==> config.mk <==
export PLATFORM = sky130hd
export DESIGN_NAME = sc_char_if
export DESIGN_NICKNAME = d
export VERILOG_FILES = /design/src/rtl/sc_char_pkg.sv /design/src/rtl/sc_etu_cnt.sv /design/src/rtl/sc_char_tx.sv /design/src/rtl/sc_char_rx.sv /design/src/rtl/sc_char_if.sv
export SDC_FILE = /design/constraint.sdc
export NUM_CORES = 1
export LEC_CHECK = 0
export BUFFER_PORTS_ARGS = -buffer_cell sky130_fd_sc_hd__buf_2
export CAP_MARGIN = 5
export CORE_MARGIN = 2
export CORE_UTILIZATION = 35
export CTS_BUF_LIST = sky130_fd_sc_hd__clkbuf_4
export DETAILED_ROUTE_END_ITERATION = 10
export PLACE_DENSITY = 0.49
export RECOVER_POWER = 25
export SLEW_MARGIN = 20
export SYNTH_ARGS = -nofsm -noshare
export SYNTH_HDL_FRONTEND = slang
export SYNTH_HIERARCHICAL = 1
export SYNTH_SLANG_ARGS = --single-unit
==> constraint.sdc <==
create_clock -name clk_i -period 6.2 [get_ports clk_i]
set_input_delay 1.24 -clock clk_i [delete_from_list [all_inputs] [get_ports clk_i]]
set_output_delay 1.24 -clock clk_i [all_outputs]
set_load 0.05 [all_outputs]
==> src/rtl/sc_char_pkg.sv <==
package sc_char_pkg;
  localparam int unsigned DATA_W    = 8;
  localparam int unsigned CHAR_BITS = DATA_W + 2;          // start + data + parity
  localparam int unsigned GUARD_ETU = 2;
  localparam int unsigned FRAME_ETU = CHAR_BITS + GUARD_ETU;
  localparam logic [DATA_W-1:0] TS_INV_RAW = 8'h03;        // 0x3F seen through direct decoding

  typedef enum logic [1:0] {RX_IDLE, RX_START, RX_DATA} rx_state_e;

  function automatic logic [DATA_W-1:0] bit_rev(input logic [DATA_W-1:0] d);
    logic [DATA_W-1:0] r;
    for (int i = 0; i < DATA_W; i++) r[i] = d[DATA_W-1-i];
    return r;
  endfunction

  // line bits, index 0 sent first
  function automatic logic [CHAR_BITS-1:0] enc_char(input logic [DATA_W-1:0] d, input logic inv);
    logic [CHAR_BITS-1:0] f;
    f[0] = 1'b0;
    f[DATA_W:1] = inv ? ~bit_rev(d) : d;
    f[CHAR_BITS-1] = inv ? ~(^d) : ^d;
    return f;
  endfunction

  function automatic logic [DATA_W-1:0] dec_data(input logic [DATA_W-1:0] raw, input logic inv);
    return inv ? ~bit_rev(raw) : raw;
  endfunction
endpackage

==> src/rtl/sc_etu_cnt.sv <==
module sc_etu_cnt #(
  parameter int unsigned ETU_W = 16
) (
  input  logic             clk_i,
  input  logic             rst_ni,
  input  logic             clear_i,
  input  logic [ETU_W-1:0] lim_i,
  output logic             tick_o
);
  logic [ETU_W-1:0] cnt_q;

  // >= keeps the counter bounded if the limit shrinks mid-count
  assign tick_o = (cnt_q >= lim_i - 1'b1);

  always_ff @(posedge clk_i or negedge rst_ni) begin
    if (!rst_ni)                cnt_q <= '0;
    else if (clear_i || tick_o) cnt_q <= '0;
    else                        cnt_q <= cnt_q + 1'b1;
  end
endmodule

==> src/rtl/sc_char_tx.sv <==
module sc_char_tx
  import sc_char_pkg::*;
#(
  parameter int unsigned ETU_W = 16,
  parameter int unsigned CWT_W = 8
) (
  input  logic              clk_i,
  input  logic              rst_ni,
  input  logic [ETU_W-1:0]  etu_i,
  input  logic [CWT_W-1:0]  cwt_i,
  input  logic              inv_i,
  input  logic              rx_busy_i,
  input  logic              tx_valid_i,
  input  logic [DATA_W-1:0] tx_data_i,
  output logic              tx_ready_o,
  output logic              tx_busy_o,
  output logic              tx_fire_o,
  output logic              pull_o
);
  localparam logic [CWT_W-1:0] FRAME_LIM = CWT_W'(FRAME_ETU);
  localparam logic [CWT_W-1:0] BITS_LIM  = CWT_W'(CHAR_BITS);

  logic                 active_q;
  logic [CHAR_BITS-1:0] frame_q;
  logic [CWT_W-1:0]     etu_n_q, span_q, span_d;
  logic                 tick;

  assign tx_ready_o = !active_q && !rx_busy_i;
  assign tx_fire_o  = tx_valid_i && tx_ready_o;
  assign tx_busy_o  = active_q;
  assign pull_o     = active_q && !frame_q[0];
  assign span_d     = (cwt_i < FRAME_LIM) ? FRAME_LIM : cwt_i;

  sc_etu_cnt #(.ETU_W(ETU_W)) u_etu (
    .clk_i  (clk_i),
    .rst_ni (rst_ni),
    .clear_i(!active_q),
    .lim_i  (etu_i),
    .tick_o (tick)
  );

  always_ff @(posedge clk_i or negedge rst_ni) begin
    if (!rst_ni) begin
      active_q <= 1'b0;
      frame_q  <= '1;
      etu_n_q  <= '0;
      span_q   <= FRAME_LIM;
    end else if (tx_fire_o) begin
      active_q <= 1'b1;
      frame_q  <= enc_char(tx_data_i, inv_i);
      etu_n_q  <= '0;
      span_q   <= span_d;
    end else if (active_q && tick) begin
      frame_q <= {1'b1, frame_q[CHAR_BITS-1:1]};
      etu_n_q <= etu_n_q + 1'b1;
      if (etu_n_q == span_q - 1'b1) active_q <= 1'b0;
    end
  end

  AST_TX_START_LOW: assert property (@(posedge clk_i) disable iff (!rst_ni)
    tx_fire_o |=> pull_o);
  AST_TX_GUARD_RELEASED: assert property (@(posedge clk_i) disable iff (!rst_ni)
    (active_q && etu_n_q >= BITS_LIM) |-> !pull_o);
  AST_TX_SPAN_DONE: assert property (@(posedge clk_i) disable iff (!rst_ni)
    $fell(active_q) |-> ($past(etu_n_q) == $past(span_q) - 1'b1));
endmodule

==> src/rtl/sc_char_rx.sv <==
module sc_char_rx
  import sc_char_pkg::*;
#(
  parameter int unsigned ETU_W = 16
) (
  input  logic              clk_i,
  input  logic              rst_ni,
  input  logic [ETU_W-1:0]  etu_i,
  input  logic              tx_hold_i,
  input  logic              line_i,
  input  logic              rx_ready_i,
  output logic              rx_valid_o,
  output logic [DATA_W-1:0] rx_data_o,
  output logic              rx_perr_o,
  output logic              rx_busy_o,
  output logic              conv_inv_o
);
  localparam logic [3:0] LAST_BIT = 4'(CHAR_BITS - 2);

  rx_state_e            state_q;
  logic [1:0]           sync_q;
  logic                 prev_q, line_s, fall;
  logic [3:0]           bit_n_q;
  logic [CHAR_BITS-2:0] raw_q, raw_d;
  logic                 first_q, conv_q, inv_eff, done;
  logic [ETU_W-1:0]     lim;
  logic                 tick;

  assign line_s     = sync_q[1];
  assign fall       = prev_q && !line_s;
  assign lim        = (state_q == RX_START) ? (etu_i >> 1) : etu_i;
  assign raw_d      = {line_s, raw_q[CHAR_BITS-2:1]};
  assign done       = (state_q == RX_DATA) && tick && (bit_n_q == LAST_BIT);
  assign inv_eff    = conv_q || (first_q && raw_d[DATA_W-1:0] == TS_INV_RAW);
  assign rx_busy_o  = (state_q != RX_IDLE);
  assign conv_inv_o = conv_q;

  sc_etu_cnt #(.ETU_W(ETU_W)) u_etu (
    .clk_i  (clk_i),
    .rst_ni (rst_ni),
    .clear_i(state_q == RX_IDLE),
    .lim_i  (lim),
    .tick_o (tick)
  );

  always_ff @(posedge clk_i or negedge rst_ni) begin
    if (!rst_ni) begin
      sync_q <= 2'b11;
      prev_q <= 1'b1;
    end else begin
      sync_q <= {sync_q[0], line_i};
      prev_q <= line_s;
    end
  end

  always_ff @(posedge clk_i or negedge rst_ni) begin
    if (!rst_ni) begin
      state_q <= RX_IDLE;
      bit_n_q <= '0;
      raw_q   <= '0;
    end else begin
      unique case (state_q)
        RX_IDLE:  if (fall && !tx_hold_i) state_q <= RX_START;
        RX_START: if (tick) begin
          state_q <= line_s ? RX_IDLE : RX_DATA;
          bit_n_q <= '0;
        end
        RX_DATA:  if (tick) begin
          raw_q   <= raw_d;
          bit_n_q <= bit_n_q + 1'b1;
          if (bit_n_q == LAST_BIT) state_q <= RX_IDLE;
        end
        default:  state_q <= RX_IDLE;
      endcase
    end
  end

  always_ff @(posedge clk_i or negedge rst_ni) begin
    if (!rst_ni) begin
      rx_valid_o <= 1'b0;
      rx_data_o  <= '0;
      rx_perr_o  <= 1'b0;
      first_q    <= 1'b1;
      conv_q     <= 1'b0;
    end else if (done) begin
      rx_valid_o <= 1'b1;
      rx_data_o  <= dec_data(raw_d[DATA_W-1:0], inv_eff);
      rx_perr_o  <= (^raw_d) ^ inv_eff;
      first_q    <= 1'b0;
      conv_q     <= inv_eff;
    end else if (rx_ready_i) begin
      rx_valid_o <= 1'b0;
    end
  end

  AST_RX_IGNORE_TX: assert property (@(posedge clk_i) disable iff (!rst_ni)
    (state_q == RX_IDLE && tx_hold_i) |=> (state_q == RX_IDLE));
  AST_RX_START_REJECT: assert property (@(posedge clk_i) disable iff (!rst_ni)
    (state_q == RX_START && tick && line_s) |=> (state_q == RX_IDLE));
  AST_RX_VALID_HOLD: assert property (@(posedge clk_i) disable iff (!rst_ni)
    (rx_valid_o && !rx_ready_i) |=> rx_valid_o);
  AST_CONV_STICKY: assert property (@(posedge clk_i) disable iff (!rst_ni)
    conv_inv_o |=> conv_inv_o);
endmodule

==> src/rtl/sc_char_if.sv <==
module sc_char_if
  import sc_char_pkg::*;
#(
  parameter int unsigned ETU_W   = 16,
  parameter int unsigned CWT_W   = 8,
  parameter int unsigned DEF_ETU = 372
) (
  input  logic              clk_i,
  input  logic              rst_ni,
  input  logic              atr_done_i,
  input  logic [ETU_W-1:0]  fd_ratio_i,
  input  logic [CWT_W-1:0]  cwt_i,
  input  logic              tx_valid_i,
  input  logic [DATA_W-1:0] tx_data_i,
  output logic              tx_ready_o,
  output logic              rx_valid_o,
  output logic [DATA_W-1:0] rx_data_o,
  output logic              rx_perr_o,
  input  logic              rx_ready_i,
  output logic              conv_inv_o,
  input  logic              io_i,
  output logic              io_pull_o
);
  localparam logic [ETU_W-1:0] ETU_RESET = ETU_W'(DEF_ETU);

  logic [ETU_W-1:0] etu;
  logic             tx_busy, tx_fire, rx_busy;

  assign etu = atr_done_i ? fd_ratio_i : ETU_RESET;

  sc_char_tx #(.ETU_W(ETU_W), .CWT_W(CWT_W)) u_tx (
    .clk_i     (clk_i),
    .rst_ni    (rst_ni),
    .etu_i     (etu),
    .cwt_i     (cwt_i),
    .inv_i     (conv_inv_o),
    .rx_busy_i (rx_busy),
    .tx_valid_i(tx_valid_i),
    .tx_data_i (tx_data_i),
    .tx_ready_o(tx_ready_o),
    .tx_busy_o (tx_busy),
    .tx_fire_o (tx_fire),
    .pull_o    (io_pull_o)
  );

  sc_char_rx #(.ETU_W(ETU_W)) u_rx (
    .clk_i     (clk_i),
    .rst_ni    (rst_ni),
    .etu_i     (etu),
    .tx_hold_i (tx_busy || tx_fire),
    .line_i    (io_i),
    .rx_ready_i(rx_ready_i),
    .rx_valid_o(rx_valid_o),
    .rx_data_o (rx_data_o),
    .rx_perr_o (rx_perr_o),
    .rx_busy_o (rx_busy),
    .conv_inv_o(conv_inv_o)
  );

  AST_HALF_DUPLEX: assert property (@(posedge clk_i) disable iff (!rst_ni)
    !(tx_busy && rx_busy));
  AST_RESET_IDLE: assert property (@(posedge clk_i) disable iff (!rst_ni)
    $rose(rst_ni) |-> (!io_pull_o && !rx_valid_o));
endmodule

==> impl_metrics.yaml, run 1 <==
floorplan:
  ioPinCount: 51
  die-height_um: 138.8
  start_util_pct: 35.50
  core_um2: 17900
  die_x_um: 138.8
  die_area_um2: 19250
  fp-row-count: 49
outcome:
  violations: "max-capacitance violations, max-slew violations"
  status: "complete, but fails checks"
pwr:
  swShare_pct: 37.44
  power_switching_w: 0.0006511
  vdd_ir_drop_max_v: 0.0001103
  p_leak_nw: 3.115
  power_frac_seq_pct: 45.7
  pwr-share-comb_pct: 34.4
  pwr-share-clk_pct: 19.9
  total_power_w: 0.001739
  internal-power_w: 0.001088
  p_per_area_nw_per_um2: 249.7
grt:
  gr-total-overflow: 0
  grt_pass1_wl_um: 24390
  grt_max_degree: 60
  grt_pass1_vias: 4941
  gr-usage-all-layers_pct: 15.13
  antenna_found_initial: 1
logic_synthesis:
  synth_edf_count: 0
  synth_flop_cell: "dfrtp_1"
  synth_mux_area_share_pct: 3.327
  avgSynthCellArea_um2: 9.239
  synthAdderAreaFrac_pct: 8.661
  syn_nets: 770
  synth_xor_area_share_pct: 11.24
  yosysWarningCount: 6
  synth_cells: 688
  synth-async-reset-ratio_pct: 100.0
  synth_top_family_by_area: "simple AND/OR/NAND/NOR gates"
  synthSimpleGateAreaFrac_pct: 26.83
  ys_seq_elements: 88
  synth.cell_area_um2: 6356
  seq_area_frac_synth_pct: 34.96
  synth-compound-area-share_pct: 11.40
  ys_types: 63
sta:
  slew-limit-headroom_pct: -10.29
  fmax_ghz: 0.1996
  setup_tns_ns: 0
  finalHoldViolCount: 0
  period_needed_ns: 5.011
  rsz0062_at_grt: "no"
  finClkSkew_ns: 0.01829
  worst_slew_pin_slew_ns: 1.654
  timing.final.crit_share_pct: 80.82
  setup_viol: 0
  drv_slew: 31
clocking:
  cts.sinks: 88
  cts_root_buffer: "clkbuf_4"
  clk_latency_ns: 0.46
  htreeDepth: 3
  clock_path_buffers: 2
  clkTransAtPathRegs_ns: 0.15
  cts_setup_buffers: 0
  cts_tree: "built"
  ctsResizeCount: 0
  cts_hold_buf: 0
  cts_buffers: 9
placed_design:
  place_hpwl_um: 10600
  gp_congestion: 0.8057
  port_buffers: 50
detailed_routing:
  firstDrtPassIters: 4
  routed_wl_um: 14160
  postRouteAntennaNets: 0
  routedWlPerCell_um: 14.62
  vias: 4959
  drt-initial-drc-count: 298
  drc: 0
  vias_per_cell: 5.123
worst_hold_path:
  hold_depth: 0
  min_to: "u_rx/sync_q[1]"
  hold_start: "u_rx/sync_q[0]"
  worstHoldPathType: "register to register"
run:
  drv_cap: 1
critical_path:
  r2r_slack_ns: 1.35
  critPathBufInv: 2
  r2r_end: "u_rx/rx_data_o[4]"
  required_ns: 6.57
  cp_slowest_cell: "or3_1"
  endpoint_kind: "register"
  path_cells: "buf_2 > or2b_1 > mux2_2 > inv_1 > ha_1 > nor3b_2 > nand2b_1 > or3_4 > nor2_1 > xnor2_1 > ha_1 > nand4_1 > nor2_1 > o21ai_1 > a31oi_4 > or3b_1 > nand3b_4 > or3_1 > a21oi_4 > a2bb2oi_2"
  critical_path_class: "input port to register"
  startpoint_type: "input port"
  regToRegStartpoint: "u_rx/state_q[1]"
  cp_top_family: "simple AND/OR/NAND/NOR gates"
  rr_worst_depth: 20
  crit_fanout: 16
  crit_arrival_ns: 5.38
  max_stage_delay_ns: 0.61
layout:
  syn2layout_area_growth_pct: 9.567
  fill_cells: 1838
  final_common_cell: "nand2_1"
  multi_input_comb_area_um2: 3906
  final_cell_mix: "80 x nand2_1, 72 x dfrtp_1, 66 x nor2_1"
  final_nets: 815
  layout-drive-gt1-share_pct: 19.38
  regArea_um2: 2222
[cells by family (layout without fill, tap and decap cells)]
logic type | count (synthesis) | count (layout)
AND/OR/NAND/NOR | 301 | 301
AO/OA/AOI/OAI | 105 | 105
flip-flops | 88 | 88
XOR/XNOR | 80 | 80
buffers and inverters | 51 | 101
adder cells (fa/ha/maj) | 44 | 44
multiplexers | 19 | 19
other | 0 | 1
[power by group through the flow]
| stage | logic, W | clock network [W] | registers [W] |
|---|---|---|---|
| after floorplan | 0.000487 | 0 | 0.000770 |
| after global placement | 0.000585 | 0 | 0.000805 |
| after detailed placement | 0.000603 | 0 | 0.000807 |
| after CTS | 0.000606 | 0.000367 | 0.000796 |
| after global routing | 0.000684 | 0.000389 | 0.000814 |
| final | 0.000598 | 0.000345 | 0.000796 |
[Yosys cell counts, types with 3 or more instances]
library cell / number / share of area, %
o21ai_0: 28 / 2.2
a31oi_1: 7 / 0.69
a31oi_4: 3 / 1.0
dfstp_2: 16 / 6.6
a21o_1: 3 / 0.35
nand4_1: 12 / 1.2
inv_1: 29 / 1.7
buf_6: 3 / 0.53
nor4_1: 7 / 0.69
and4b_1: 16 / 2.5
buf_2: 4 / 0.31
nor4_4: 3 / 1.0
a21oi_1: 27 / 2.1
xor2_1: 27 / 3.7
xnor2_1: 52 / 7.2
or4_1: 3 / 0.35
nand2b_1: 3 / 0.30
o21bai_1: 3 / 0.35
nand2_1: 80 / 4.7
nor3_1: 17 / 1.3
or2_2: 3 / 0.30
nand3_1: 32 / 2.5
nor4_2: 4 / 0.79
nor2b_1: 4 / 0.39
o21ai_1: 8 / 0.63
clkbuf_1: 12 / 0.71
mux2_2: 17 / 3.0
or2b_1: 6 / 0.71
nor4bb_1: 4 / 0.63
nor2_1: 66 / 3.9
or3_1: 3 / 0.30
and3_1: 8 / 0.79
and2_2: 11 / 1.3
o211ai_1: 4 / 0.47
and2_1: 6 / 0.59
dfrtp_1: 72 / 28
ha_1: 44 / 8.7
[worst register-to-register path, stage by stage (launching register included)]
cell,delay [ns]
dfrtp_1,0.50
inv_1,0.18
nand2_2,0.32
mux2_2,0.40
inv_1,0.09
ha_1,0.21
nor3b_2,0.25
nand2b_1,0.10
or3_4,0.36
nor2_1,0.12
xnor2_1,0.09
ha_1,0.31
nand4_1,0.10
nor2_1,0.13
o21ai_1,0.10
a31oi_4,0.16
or3b_1,0.27
nand3b_4,0.20
or3_1,0.61
a21oi_4,0.20
a2bb2oi_2,0.07
[layer usage]
layer / global-route usage, % / share of wire [%] / wire [µm] / vias up
li1: - / - / - / 2510
met4: 5.157 / 1.4 / 204 / 0
met2: 24.42 / 47 / 6672 / 61
met5: 0 / 0 / 0 / -
met3: 2.141 / 2.3 / 321 / 15
met1: 20.92 / 49 / 6957 / 2373
[area by class of cell]
class	count	area share [%]
repair buffers	56	4.222
clock buffers	10	1.078
well taps	229	4.114
inverters	29	1.563
multi-input cells	549	56.09
flip-flops and latches	88	31.91
diodes	1	0.03593
clock inverters	6	0.9881
[through the flow]
stage                     std cells  util, %  hold slack [ns]  setup WS, ns  area [µm²]
after floorplan                 688        -           0.3452         1.351        6356
after global placement          951    38.10           0.3559        0.8254        6822
after detailed placement        951    38.10           0.3527        0.6817        6822
after CTS                       967    38.91           0.3739         1.187        6965
after global routing            968    38.90           0.3857        0.8789        6964
final                           968    38.90           0.3755         1.189        6964
[sequential cells by signal, summed over array words and instances, names as in the netlist]
name              count
u_rx/rx_perr_o        1
u_rx/prev_q           1
u_rx/sync_q           2
u_tx/u_etu/cnt_q     16
u_tx/frame_q         10
u_rx/bit_n_q          4
u_rx/state_q          2
u_rx/rx_valid_o       1
u_tx/etu_n_q          8
u_rx/first_q          1
u_rx/u_etu/cnt_q     16
u_tx/span_q           8
u_rx/conv_inv_o       1
u_tx/tx_busy_o        1
u_rx/rx_data_o        8
u_rx/raw_q            8
[worst max-delay path by stage]
stage                          start                end  slack (ns)  depth (start not counted)
after floorplan           atr_done_i  u_rx/rx_data_o[2]        1.35                         21
after global placement    atr_done_i  u_rx/rx_data_o[4]        0.83                         20
after detailed placement  atr_done_i  u_rx/rx_data_o[4]        0.68                         20
after CTS                 atr_done_i  u_rx/rx_data_o[4]        1.19                         20
after global routing      atr_done_i  u_rx/rx_data_o[4]        0.88                         17
final                     atr_done_i  u_rx/rx_data_o[4]        1.19                         20
No activity file was read; power rests on OpenSTA's default activity.
==> run 2, diff against run 1 <==
==> constraint.sdc (replaced) <==
create_clock -name clk_i -period 5.2 [get_ports clk_i]
set_input_delay 1.04 -clock clk_i [delete_from_list [all_inputs] [get_ports clk_i]]
set_output_delay 1.04 -clock clk_i [all_outputs]
set_load 0.05 [all_outputs]
==> run 2 against run 1 <==
The flow still finishes with violations (max-capacitance violations, max-slew violations). Non-clock buffer count grew 5. Critical path depth shrank 3. Sequential share of layout area shrank 0.26 points. Critical path type is now register to register. Highest routed layer unchanged.
==> impl_metrics.yaml, run 2 (same netlist as run 1, synthesis figures left out) <==
outcome:
  violations: "max-capacitance violations, max-slew violations"
  status: "complete, but fails checks"
layout:
  regArea_um2: 2222
  syn2layout_area_growth_pct: 10.45
  final_cell_mix: "80 x nand2_1, 72 x dfrtp_1, 66 x nor2_1"
  final_nets: 820
  final_common_cell: "nand2_1"
  layout-drive-gt1-share_pct: 20.05
  multi_input_comb_area_um2: 3906
  final_cells: 973
  reg.largest.list: "u_rx/u_etu/cnt_q (16), u_tx/u_etu/cnt_q (16), u_tx/frame_q (10)"
  fill_cells: 1842
pwr:
  total_power_w: 0.002125
  p_leak_nw: 3.158
  swShare_pct: 36.07
  power_frac_seq_pct: 44.7
  p_per_area_nw_per_um2: 302.6
  power_switching_w: 0.0007663
  pwr-share-comb_pct: 33.8
  vdd_ir_drop_max_v: 0.0001338
  pwr-share-clk_pct: 21.5
  internal-power_w: 0.001358
grt:
  grt_max_degree: 47
  grt_pass1_wl_um: 24180
  gr-total-overflow: 0
  gr-usage-all-layers_pct: 15.05
  antenna_found_initial: 1
  grt_pass1_vias: 4986
detailed_routing:
  drc: 0
  vias: 5003
  firstDrtPassIters: 6
  vias_per_cell: 5.142
  routed_wl_um: 14250
  drt-initial-drc-count: 248
  postRouteAntennaNets: 0
  routedWlPerCell_um: 14.64
clocking:
  clkTransAtPathRegs_ns: 0.16
  ctsResizeCount: 0
  cts_setup_buffers: 0
  cts_buffers: 9
  htreeDepth: 3
  cts_tree: "built"
  clock_path_buffers: 2
  cts_root_buffer: "clkbuf_4"
  clk_latency_ns: 0.47
  cts_hold_buf: 0
  cts.sinks: 88
placed_design:
  port_buffers: 50
  dp.cells: 956
  gp_congestion: 0.8166
  place_hpwl_um: 10510
sta:
  timing.final.crit_share_pct: 91.91
  setup_viol: 0
  drv_slew: 44
  worst_slew_pin_slew_ns: 2.333
  rsz0062_at_grt: "no"
  period_needed_ns: 4.780
  finClkSkew_ns: 0.02761
  slew-limit-headroom_pct: -55.54
  finalHoldViolCount: 0
  fmax_ghz: 0.2092
critical_path:
  max_stage_delay_ns: 0.58
  critPathBufInv: 1
  startpoint_type: "register"
  cp_top_family: "simple AND/OR/NAND/NOR gates"
  crit_arrival_ns: 5.16
  path_cells: "inv_1 > nand2_2 > mux2_2 > nor4_1 > nand4b_1 > nor4_2 > xnor2_1 > ha_1 > nand4_1 > nor2_1 > o21ai_1 > a31oi_4 > or3b_1 > nand3b_4 > or3_1 > a21oi_4 > a2bb2oi_2"
  crit_fanout: 17
  critical_path_class: "register to register"
  cp_slowest_cell: "or3_1"
  endpoint_kind: "register"
  required_ns: 5.58
floorplan:
  core_um2: 17900
  fp-row-count: 49
  die_x_um: 138.8
  die_area_um2: 19250
  start_util_pct: 35.50
  die-height_um: 138.8
  ioPinCount: 51
worst_hold_path:
  worstHoldPathType: "register to register"
run:
  drv_cap: 1
-- run 2: worst paths after layout --
check	slack [ns]	startpoint	cells past startpoint	endpoint
setup / recovery	0.42	u_rx/state_q[1]	17	u_rx/rx_data_o[4]
hold / removal	0.36	u_rx/sync_q[0]	0	u_rx/sync_q[1]
setup reg to reg	0.42	u_rx/state_q[1]	17	u_rx/rx_data_o[4]
hold reg to reg	0.36	u_rx/sync_q[0]	0	u_rx/sync_q[1]
max in group asynchronous	1.79	rst_ni	2	u_tx/u_etu/cnt_q[5]
min in group asynchronous	1.25	rst_ni	1	u_rx/rx_data_o[4]
-- run 2: worst reg2reg max path: cells and delay by family (launching register included) --
| family | cells | cell delay [ns] |
|---|---|---|
| DFF | 1 | 0.51 |
| AOI/OAI and AO/OA | 4 | 0.59 |
| xor gates and xnor gates | 1 | 0.10 |
| adders and majority gates | 1 | 0.32 |
| muxes | 1 | 0.43 |
| and+or+nand+nor | 9 | 2.57 |
| buffers and inverters | 1 | 0.18 |
-- run 2: area by class of cell --
class	count	area share, %
multi-input cells	549	55.64
flip-flops and latches	88	31.65
well taps	229	4.081
repair buffers	61	4.687
clock buffers	11	1.176
diodes	1	0.03564
clock inverters	5	1.176
inverters	29	1.551
-- run 2: metrics by stage --
| step | util [%] | hold slack, ns | cell area [µm²] | setup TNS [ns] | setup slack, ns |
|---|---|---|---|---|---|
| 2_1_floorplan | - | 0.3452 | 6356 | 0 | 0.5509 |
| 3_3_place_gp | 38.31 | 0.3526 | 6859 | 0 | 0.1662 |
| 3_5_place_dp | 38.31 | 0.3541 | 6859 | -0.009729 | -0.007714 |
| 4_1_cts | 39.24 | 0.3581 | 7024 | 0 | 0.4011 |
| 5_1_grt | 39.22 | 0.3675 | 7020 | 0 | 0.05140 |
| 6_report | 39.22 | 0.3609 | 7020 | 0 | 0.4204 |
-- run 2: layer usage --
metal  global-route usage, %  share of wire (%)  up-vias
met1                   20.10                 49     2384
met2                   24.81                 47       85
li1                        -                  -     2521
met3                   2.141                2.5       13
met4                   5.795                1.6        0
met5                       0                  0        -
-- run 2: power groups by stage --
stage / clock network, W / registers [W] / logic, W
5_1_grt: 0.000505 / 0.000973 / 0.000807
6_report: 0.000457 / 0.000950 / 0.000717
3_5_place_dp: 0 / 0.000963 / 0.000723
4_1_cts: 0.000480 / 0.000951 / 0.000728
2_1_floorplan: 0 / 0.000919 / 0.000581
3_3_place_gp: 0 / 0.000960 / 0.000699
==> run 3, diff against run 2 <==
--- a/config.mk
+++ b/config.mk
@@ -16,5 +16,4 @@
 export SLEW_MARGIN = 20
 export SYNTH_ARGS = -nofsm -noshare
 export SYNTH_HDL_FRONTEND = slang
-export SYNTH_HIERARCHICAL = 1
 export SYNTH_SLANG_ARGS = --single-unit
==> constraint.sdc (replaced) <==
create_clock -name clk_i -period 5.2 [get_ports clk_i]
set_input_delay 1.04 -clock clk_i [delete_from_list [all_inputs] [get_ports clk_i]]
set_output_delay 1.04 -clock clk_i [all_outputs]
set_load 0.02 [all_outputs]
==> run 3 against run 2 <==
The run still ends with max-capacitance violations, max-slew violations left. First-iteration DRC count rose by 10%. Hold slack improved by 0.012 ns. Global-route usage rose by 1.8 points. Setup slack improved by 0.28 ns.
==> impl_metrics.yaml, run 3 <==
sta:
  drv_slew: 47
  period_needed_ns: 4.498
  setup_tns_ns: 0
  finalHoldViolCount: 0
  rsz0062_at_grt: "no"
  setup_viol: 0
  worst_slew_pin_slew_ns: 2.627
  finalWorstSetupSlack_ns: 0.7021
  slew-limit-headroom_pct: -75.11
  fmax_ghz: 0.2223
  timing.final.crit_share_pct: 86.50
  finClkSkew_ns: 0.01535
logic_synthesis:
  synthSimpleGateAreaFrac_pct: 22.86
  synth_top_family_by_area: "simple AND/OR/NAND/NOR gates"
  synth_common_cells: "105 x nand2_1, 72 x dfrtp_1, 70 x nor2_1"
  synth_mux_area_share_pct: 5.903
  yosysMostFrequentCell: "nand2_1"
  yosysWarningCount: 0
  synthAdderAreaFrac_pct: 9.374
  ys_seq_elements: 88
  synth_top_cells_by_area: "dfrtp_1 29%, ha_1 9.4%, dfstp_2 6.7%"
  synth_flop_cell: "dfrtp_1"
  synth-async-reset-ratio_pct: 100.0
  synth_xor_area_share_pct: 9.633
  avgSynthCellArea_um2: 8.774
  ys_types: 65
  synth.cell_area_um2: 6274
  syn_nets: 800
  synth-compound-area-share_pct: 13.46
  yosysTopAreaCellShare_pct: 28.72
  synth_top_area_cell: "dfrtp_1"
  seq_area_frac_synth_pct: 35.42
  synth_cells: 715
  synth_edf_count: 0
clocking:
  cts_hold_buf: 0
  cts_buffers: 9
  clock_path_buffers: 2
  htreeDepth: 3
  ctsResizeCount: 0
  cts_tree: "built"
  cts.sinks: 88
  cts_setup_buffers: 0
  cts_root_buffer: "clkbuf_4"
  clkTransAtPathRegs_ns: 0.14
  clk_latency_ns: 0.47
pwr:
  pwr-share-comb_pct: 25.2
  pwr-share-clk_pct: 26.0
  vdd_ir_drop_max_v: 0.0001316
  internal-power_w: 0.001155
  p_leak_nw: 3.119
  power_frac_seq_pct: 48.7
  swShare_pct: 33.77
  power_switching_w: 0.0005888
  p_per_area_nw_per_um2: 252.1
critical_path:
  crit_arrival_ns: 4.86
  r2r_end: "u_rx.rx_perr_o"
  regToRegStartpoint: "u_rx.state_q[1]"
  critical_path_class: "register to register"
  required_ns: 5.56
  endpoint_kind: "register"
  startpoint_type: "register"
  crit_fanout: 19
  r2r_slack_ns: 0.70
  rr_worst_depth: 18
placed_design:
  port_buffers: 50
  preCtsSetupSlack_ns: 0.2318
  place_hpwl_um: 11360
  place_area_um2: 6754
  gp_congestion: 0.8803
layout:
  regArea_um2: 2222
  final_area_um2: 6917
  final_common_cell: "nand2_1"
  syn2layout_area_growth_pct: 10.25
  final_cell_mix: "105 x nand2_1, 72 x dfrtp_1, 70 x nor2_1"
  fill_cells: 1831
  multi_input_comb_area_um2: 3850
  final_nets: 840
  reg.largest.list: "u_rx.u_etu.cnt_q (16), u_tx.u_etu.cnt_q (16), u_tx.frame_q (10)"
  n_antenna_cell: 0
  layout-drive-gt1-share_pct: 15.79
  finish.utilization_pct: 39.71
grt:
  gr-usage-all-layers_pct: 16.84
  grt_pass1_vias: 5099
  grt_max_degree: 47
  gr-total-overflow: 0
  antenna_found_initial: 0
  grt_pass1_wl_um: 25190
outcome:
  status: "complete, but fails checks"
  violations: "max-capacitance violations, max-slew violations"
detailed_routing:
  routed_wl_um: 14940
  vias: 5091
  firstDrtPassIters: 5
  drc: 0
  postRouteAntennaNets: 0
  vias_per_cell: 5.169
  drt-initial-drc-count: 273
  routedWlPerCell_um: 15.17
floorplan:
  die_area_um2: 19010
  fp-row-count: 48
  start_util_pct: 36.02
  ioPinCount: 51
  die-height_um: 137.9
  die_x_um: 137.9
  core_um2: 17420
worst_hold_path:
  worstHoldPathType: "register to register"
  hold_start: "u_rx.sync_q[0]"
  hold_depth: 0
  min_to: "u_rx.sync_q[1]"
run:
  drv_cap: 1
==> run 3: cell types whose count changed after synthesis, moves of 8 or more <==
| cell | change |
|---|---|
| a21oi_1 | +13 |
| a311o_1 | +8 |
| and2_2 | -11 |
| and4b_1 | -16 |
| clkbuf_1 | +10 |
| mux2i_1 | +17 |
| nand2_1 | +25 |
| nand2b_1 | +11 |
| nor2b_1 | +10 |
| o21ai_1 | -8 |
| xnor2_1 | -13 |
==> run 3: worst max-delay path by stage <==
stage                          from           endpoint  cells after the start
global route        u_rx.state_q[1]  u_rx.rx_data_o[6]                     18
floorplan                atr_done_i      u_rx.raw_q[1]                     20
finish              u_rx.state_q[1]     u_rx.rx_perr_o                     18
global placement         atr_done_i  u_rx.rx_data_o[7]                     14
CTS                 u_rx.state_q[1]     u_rx.rx_perr_o                     16
detailed placement       atr_done_i  u_rx.rx_data_o[2]                     18
==> run 3: kinds of logic after synthesis <==
family / count (synthesis)
and+or+nand+nor: 295
AOI/OAI and AO/OA: 128
DFF: 88
xor gates and xnor gates: 69
buffers and inverters: 53
adders and majority gates: 47
muxes: 35
==> run 3: worst max-delay path, stage by stage, from the launching register on <==
cell,delay [ns]
dfrtp_1,0.41
inv_1,0.11
ha_2,0.40
nor2_1,0.09
a31oi_1,0.25
ha_1,0.24
nand2_1,0.07
nor3_2,0.34
nand4_1,0.20
nor2_1,0.16
mux2i_1,0.19
o21ai_0,0.10
ha_1,0.29
nand4_1,0.07
nor3_1,0.29
o311ai_2,0.20
nand3_1,0.13
nand3_1,0.41
mux2_2,0.43
==> run 3: stage by stage <==
step,hold slack [ns],std cells,power (W)
3_3_place_gp,0.3478,969,0.001291
5_1_grt,0.3762,985,0.001871
3_5_place_dp,0.3481,969,0.001308
2_1_floorplan,0.3452,715,0.001158
4_1_cts,0.3678,985,0.001772
6_report,0.3732,985,0.001743
==> run 3: per-layer routing <==
metal  share of wire, %  track usage, %  wire length, µm  vias to the layer above
met5                  0               0                0                        -
met3                3.0           2.705              446                       18
met2                 47           27.86             6981                       68
met1                 49           22.89             7306                     2418
met4                1.4           4.535              203                        0
li1                   -               -                -                     2587
==> run 3: power groups by stage <==
stage / Sequential, W / Combinational [W] / Clock, W
final: 0.000850 / 0.000440 / 0.000454
after global routing: 0.000863 / 0.000509 / 0.000499
after CTS: 0.000850 / 0.000447 / 0.000475
after detailed placement: 0.000863 / 0.000445 / 0
after global placement: 0.000860 / 0.000431 / 0
after floorplan: 0.000838 / 0.000320 / 0
==> run 3: layout make-up <==
class	count	area share (%)
Clock buffer	9	0.9768
Clock inverter	7	1.393
Inverter	24	1.302
Tap cell	225	4.070
Sequential cell	88	32.13
Multi-Input combinational cell	574	55.66
Timing Repair Buffer	58	4.468
